## src/rtl/stopctl_pkg.sv

```systemverilog
package stopctl_pkg;

  typedef enum logic [1:0] {
    MODE_RUN  = 2'b00,
    MODE_STOP = 2'b01,
    MODE_WAKE = 2'b10
  } mode_e;

  typedef enum logic [1:0] {
    UL_IDLE  = 2'b00,
    UL_FIRST = 2'b01,
    UL_ARMED = 2'b10
  } unlock_e;

  typedef struct packed {
    logic cntClear;
    logic cntStep;
    logic hsCapture;
  } dpStrobe_t;

  localparam logic [3:0] KEY_FIRST  = 4'h5;
  localparam logic [3:0] KEY_SECOND = 4'hA;

endpackage

```

## src/rtl/stopctl_dp.sv

```systemverilog
module stopctl_dp
  import stopctl_pkg::*;
#(
  parameter int SETTLE_CNT = 8192,
  parameter int NPORT      = 8
) (
  input  logic             clk,
  input  logic             rstN,
  input  dpStrobe_t        strobe,
  input  logic [3:0]       keyNibble,
  input  logic             hsEnReq,
  input  logic             nmiReq,
  input  logic [NPORT-1:0] portIrq,
  input  logic [NPORT-1:0] portIrqEn,
  output logic             keyFirst,
  output logic             keySecond,
  output logic             wakeReq,
  output logic             settleDone,
  output logic             hsSaved
);

  localparam int CW = (SETTLE_CNT > 1) ? $clog2(SETTLE_CNT) : 1;
  localparam logic [CW-1:0] LAST = CW'(SETTLE_CNT - 1);

  logic [CW-1:0]    settleCnt;
  logic [NPORT-1:0] pinWake;

  assign keyFirst  = (keyNibble == KEY_FIRST);
  assign keySecond = (keyNibble == KEY_SECOND);

  for (genvar i = 0; i < NPORT; i++) begin : g_pin
    assign pinWake[i] = portIrq[i] & portIrqEn[i];
  end

  assign wakeReq    = nmiReq | (|pinWake);
  assign settleDone = (settleCnt == LAST);

  always_ff @(posedge clk or negedge rstN) begin
    if (!rstN) begin
      settleCnt <= '0;
    end else if (strobe.cntClear) begin
      settleCnt <= '0;
    end else if (strobe.cntStep) begin
      settleCnt <= settleCnt + 1'b1;
    end
  end

  always_ff @(posedge clk or negedge rstN) begin
    if (!rstN) begin
      hsSaved <= 1'b0;
    end else if (strobe.hsCapture) begin
      hsSaved <= hsEnReq;
    end
  end

endmodule

```

## src/rtl/stopctl_ctrl.sv

```systemverilog
module stopctl_ctrl
  import stopctl_pkg::*;
(
  input  logic      clk,
  input  logic      rstN,
  input  logic      regWrEn,
  input  logic      regAddr,
  input  logic      stopReqBit,
  input  logic      keyFirst,
  input  logic      keySecond,
  input  logic      wakeReq,
  input  logic      lsReady,
  input  logic      settleDone,
  output mode_e     mode,
  output dpStrobe_t strobe
);

  unlock_e ulState, ulNext;
  mode_e   modeNext;
  logic    settling, settlingNext;
  logic    codeWr, sbyWr, enterStop;

  assign codeWr    = regWrEn && !regAddr;
  assign sbyWr     = regWrEn && regAddr;
  assign enterStop = (mode == MODE_RUN) && sbyWr && stopReqBit && (ulState == UL_ARMED);

  always_comb begin
    ulNext = ulState;
    if (enterStop) begin
      ulNext = UL_IDLE;
    end else if (codeWr) begin
      unique case (ulState)
        UL_FIRST: ulNext = keySecond ? UL_ARMED : (keyFirst ? UL_FIRST : UL_IDLE);
        default:  ulNext = keyFirst ? UL_FIRST : UL_IDLE;
      endcase
    end
  end

  always_comb begin
    modeNext     = mode;
    settlingNext = settling;
    strobe       = '0;
    unique case (mode)
      MODE_RUN: begin
        if (enterStop) begin
          modeNext         = MODE_STOP;
          strobe.hsCapture = 1'b1;
        end
      end
      MODE_STOP: begin
        if (wakeReq) begin
          modeNext     = MODE_WAKE;
          settlingNext = 1'b0;
        end
      end
      default: begin
        if (!settling) begin
          if (lsReady) begin
            settlingNext    = 1'b1;
            strobe.cntClear = 1'b1;
          end
        end else if (settleDone) begin
          modeNext     = MODE_RUN;
          settlingNext = 1'b0;
        end else begin
          strobe.cntStep = 1'b1;
        end
      end
    endcase
  end

  always_ff @(posedge clk or negedge rstN) begin
    if (!rstN) begin
      ulState  <= UL_IDLE;
      mode     <= MODE_RUN;
      settling <= 1'b0;
    end else begin
      ulState  <= ulNext;
      mode     <= modeNext;
      settling <= settlingNext;
    end
  end

endmodule

```

## src/rtl/stopctl_top.sv

```systemverilog
module stopctl_top
  import stopctl_pkg::*;
#(
  parameter int SETTLE_CNT = 8192,
  parameter int NPORT      = 8,
  parameter int DW         = 8
) (
  input  logic             clk,
  input  logic             rstN,
  input  logic             regWrEn,
  input  logic             regAddr,
  input  logic [DW-1:0]    regWrData,
  input  logic             nmiReq,
  input  logic [NPORT-1:0] portIrq,
  input  logic [NPORT-1:0] portIrqEn,
  input  logic             hsEnReq,
  input  logic             lsReady,
  output logic [1:0]       modeOut,
  output logic             stopBit,
  output logic             lsOscEn,
  output logic             hsOscEn,
  output logic             sysClkEn,
  output logic             perLsClkEn,
  output logic             perHsClkEn
);

  mode_e     mode;
  dpStrobe_t strobe;
  logic      keyFirst, keySecond, wakeReq, settleDone, hsSaved;
  logic      unusedDataBits;

  assign unusedDataBits = ^regWrData[DW-5:1];

  stopctl_ctrl ctrl_i (
    .clk        (clk),
    .rstN       (rstN),
    .regWrEn    (regWrEn),
    .regAddr    (regAddr),
    .stopReqBit (regWrData[0]),
    .keyFirst   (keyFirst),
    .keySecond  (keySecond),
    .wakeReq    (wakeReq),
    .lsReady    (lsReady),
    .settleDone (settleDone),
    .mode       (mode),
    .strobe     (strobe)
  );

  stopctl_dp #(.SETTLE_CNT(SETTLE_CNT), .NPORT(NPORT)) dp_i (
    .clk        (clk),
    .rstN       (rstN),
    .strobe     (strobe),
    .keyNibble  (regWrData[DW-1:DW-4]),
    .hsEnReq    (hsEnReq),
    .nmiReq     (nmiReq),
    .portIrq    (portIrq),
    .portIrqEn  (portIrqEn),
    .keyFirst   (keyFirst),
    .keySecond  (keySecond),
    .wakeReq    (wakeReq),
    .settleDone (settleDone),
    .hsSaved    (hsSaved)
  );

  assign modeOut    = mode;
  assign stopBit    = (mode == MODE_STOP);
  assign lsOscEn    = (mode != MODE_STOP);
  assign hsOscEn    = (mode == MODE_RUN) ? hsEnReq : ((mode == MODE_WAKE) && hsSaved);
  assign sysClkEn   = (mode == MODE_RUN);
  assign perLsClkEn = (mode == MODE_RUN);
  assign perHsClkEn = (mode == MODE_RUN) && hsEnReq;

endmodule

```

## config.mk

```make
export PLATFORM = sky130hd
export DESIGN_NAME = stopctl_top
export DESIGN_NICKNAME = d
export VERILOG_FILES = /design/src/rtl/stopctl_pkg.sv /design/src/rtl/stopctl_dp.sv /design/src/rtl/stopctl_ctrl.sv /design/src/rtl/stopctl_top.sv
export SDC_FILE = /design/constraint.sdc
export NUM_CORES = 1
export LEC_CHECK = 0
export ABC_AREA = 1
export CAP_MARGIN = 20
export CORE_ASPECT_RATIO = 1.5
export CORE_MARGIN = 5
export CORE_UTILIZATION = 45
export CTS_CLUSTER_SIZE = 8
export DETAILED_ROUTE_END_ITERATION = 12
export DONT_BUFFER_PORTS = 1
export PLACE_DENSITY_LB_ADDON = 0.05
export SYNTH_ARGS = -nofsm -noshare
export SYNTH_HDL_FRONTEND = slang
export SYNTH_SLANG_ARGS = --single-unit
```

## constraint.sdc

```tcl
create_clock -name clk -period 2.9 [get_ports clk]
set_clock_uncertainty 0.15 [all_clocks]
set_input_delay 0.145 -clock clk [delete_from_list [all_inputs] [get_ports clk]]
set_output_delay 0.145 -clock clk [all_outputs]
set_load 0.01 [all_outputs]
```

==> impl_results.rst <==
.. list-table::
   :header-rows: 1

   * - Metric
     - Value
   * - Crit path capture type
     - output pin
   * - Total routing resource utilization after global routing
     - 16.34%
   * - Clock Pin Slew Worst Setup and Hold Paths
     - 70 ps
   * - R2R depth
     - 9
   * - EDFF count, synth
     - 0
   * - Number of iterations in the first detailed-routing pass
     - 4
   * - Number of antenna violations at the first check in global routing
     - 0
   * - Wire length reported by the detailed router
     - 2.861 mm
   * - Post-Place Cell Area
     - 1316 um2
   * - Per-cell routed wire length
     - 12.33 um
   * - Maximum capacitance violations
     - 0
   * - Achievable Freq
     - 479.4 MHz
   * - Final sum of negative setup slack
     - 0 ps
   * - CTS tree
     - built
   * - Top-count cell post-synth
     - nand2_1
   * - Y dimension of the die
     - 75.35 um
   * - Number of global-route vias before repair
     - 1093
   * - Syn nets
     - 219
   * - Area of the placeable core
     - 2705 um2
   * - Number of storage elements in the synthesis netlist
     - 19
   * - Number of top-level design ports
     - 39
   * - Post-layout utilization of the core
     - 52.54%
   * - Clock tree buffer depth
     - 2
   * - Detail Route Antenna Nets
     - 0
   * - Die outline area
     - 4036 um2
   * - Post-route cell area
     - 1421 um2
   * - Htree depth
     - 1
   * - Worst-Skew Late Latency
     - 250 ps
   * - Total number of placement rows
     - 23
   * - Number of fill cells in the layout
     - 290
   * - Hold_sp
     - regWrEn
   * - Clock tree root buffer cell
     - clkbuf_8
   * - End point of the most critical hold path
     - ctrl_i.ulState[1]
   * - Synth Flop Type
     - dfrtp_1
   * - Crit path arrival time
     - 1790 ps
   * - Average cell area after synthesis
     - 6.851 um2
   * - Total setup violations reported at the end of the flow
     - 0
   * - HPWL after detailed placement
     - 2.160 mm
   * - Count of vias placed by the detailed router
     - 1190
   * - Minimum setup slack among reg-to-reg paths
     - 970 ps
   * - Endpoint of the lowest-slack register-to-register path
     - ctrl_i.settling
   * - Post-synthesis share of cell area spent on and, or, nand and nor gates
     - 45.80%
   * - Static leakage
     - 0.0007472 uW
   * - Main combinational cell family by area after synthesis
     - simple AND/OR/NAND/NOR gates
   * - Minimum clock period after layout
     - 2086 ps
   * - Average via count per standard cell
     - 5.129
   * - Power density cells
     - 523.7 nW/um2
   * - Total gr overflow
     - 0
   * - Post-Synthesis Cell Area
     - 1281 um2
   * - Transition time of the tightest slew-check pin
     - 889.6 ps
   * - Synth Area in XOR/XNOR
     - 3.418%
   * - Count of cells along the worst hold path
     - 3
   * - First-pass GRT wire length
     - 4.940 mm
   * - Multiplexer fraction of the synthesized cell area
     - 0%
   * - Distinct cell type count of the synthesized netlist
     - 26
   * - Number of DRC markers in iteration 0
     - 20
   * - Adder-cell share of the synthesized area
     - 0.9766%
   * - Worst min-delay path category
     - input pin to flop
   * - Critical R2R Launch
     - dp_i.settleCnt[0]
   * - Overall power of the completed layout
     - 744.3 uW
   * - Number of DRC violations after detailed routing
     - 0
   * - Final hold viol count
     - 0
   * - Placer congestion estimate
     - 0.7998
   * - Cell count after synthesis
     - 187
   * - Buffers added on ports
     - 0
   * - Type of the worst setup path
     - flop to output pin
   * - Leading area contributor after synthesis
     - dfrtp_1
   * - Run status
     - finished, final reports clean
   * - Slew HR
     - 40.50%
   * - Number of gates given a new drive strength after cts
     - 0
   * - Total Nets Final
     - 228
   * - Post-synthesis compound-gate area fraction
     - 5.078%
   * - Critical path required time
     - 2610 ps
   * - Warnings, synthesis
     - 0
   * - Post-synth top cells
     - nand2_1 (60), nand3_1 (29), nor2_1 (22)
   * - Area fraction of the dominant cell type after synthesis
     - 37.11%
   * - Pin count of the biggest net entering global routing
     - 26
   * - Cell types occupying the most area after synthesis
     - dfrtp_1 (37%), nand2_1 (18%), nand3_1 (11%)
   * - Antenna cells
     - 0
   * - Async set-reset flop share out of synthesis
     - 100.0%
   * - Setup crit start kind
     - flop
   * - Number of buffers added by the clock tree synthesis step
     - 3
   * - Synth-to-Final Area Change
     - 10.94%
   * - Fraction of the yosys area taken by sequential cells
     - 37.11%
   * - Max-slew violations
     - 0
   * - Fraction of layout instances using a drive strength above 1
     - 8.205%
   * - Setup repair after global routing missed its margin
     - false
   * - Period utilisation layout
     - 71.93%
   * - Initial Util
     - 47.36%
   * - Clock Sinks
     - 19
   * - Top fanout value on the critical path
     - 8
   * - Die extent in x
     - 53.57 um
   * - Worst IR drop on VDD
     - 0.2982 mV
## per-stage QoR
stage	hold WS, ps	setup WS [ps]	instances
2_1_floorplan	-300.6	1199	187
3_3_place_gp	-300.1	971.8	222
3_5_place_dp	-299.9	946.3	222
4_1_cts	10.06	785.4	232
5_1_grt	18.11	632.7	232
6_report	2.528	814.0	232
## placed cells by master, fill, tap and decap left out, types with 3 or more instances in the layout
cell	count
nand2_4	3
xor2_1	4
nand2_1	60
clkbuf_8	3
o21ai_0	3
nor3_1	3
nor2_4	3
nor2_1	22
inv_1	18
nand3_1	29
dfrtp_1	19
a21oi_1	5
dlygate4sd3_1	6
## final cells by class
type                    instances  area (um2)  share of cell area [%]
flip-flops and latches         19       475.5                   33.45
clock buffers                   4       45.04                   3.169
well taps                      37       46.29                   3.257
multi-input cells             145       708.2                   49.82
repair buffers                  8       75.07                   5.282
inverters                      19       71.32                   5.018
## power by group
part           switching, uW  internal, uW  total, uW
Sequential              62.3           319        381
Combinational           99.9          78.7        179
Clock                   87.2          97.6        185
## state kept, by name, indices dropped and copies added, names as in the netlist
register,flops
dp_i.settleCnt,13
ctrl_i.mode,2
ctrl_i.settling,1
ctrl_i.ulState,2
dp_i.hsSaved,1
## what timing repair did
| item | in CTS | in global routing |
|---|---|---|
| setup buffers | 0 | 0 |
| hold buffers | 6 | 0 |
| endpoints found under the hold margin | 22 | 0 |
## worst max path at each step
stage	startpoint	endpoint	slack [ps]	cells after the start
final	ctrl_i.mode[1]	hsOscEn	810	4
after global routing	ctrl_i.mode[1]	hsOscEn	630	4
after CTS	ctrl_i.mode[1]	hsOscEn	790	4
after detailed placement	ctrl_i.mode[1]	dp_i.hsSaved	950	5
after global placement	dp_i.settleCnt[0]	ctrl_i.settling	970	9
after floorplan	dp_i.settleCnt[0]	dp_i.settleCnt[11]	1200	8
## metal layers
metal  routed length [um]  global-route usage [%]  part of all wire, %
met1                 1186                   19.78                   41
met2                 1549                   28.92                   54
met3                   84                   2.348                  2.9
met4                   41                   5.966                  1.4
met5                    0                       0                    0
## critical path: stages, from the launching register on
cell	delay, ps
dfrtp_1	510
nor2_1	440
inv_1	150
nor2_1	250
a31o_2	180
## logic make-up (layout without fill, tap and decap cells)
logic type,Yosys count,after routing
compound gates,11,11
flops,19,19
simple gates,128,128
xor+xnor,5,5
buf+inv,23,31
fa+ha+maj,1,1
Power figures use the tool's default switching activity.
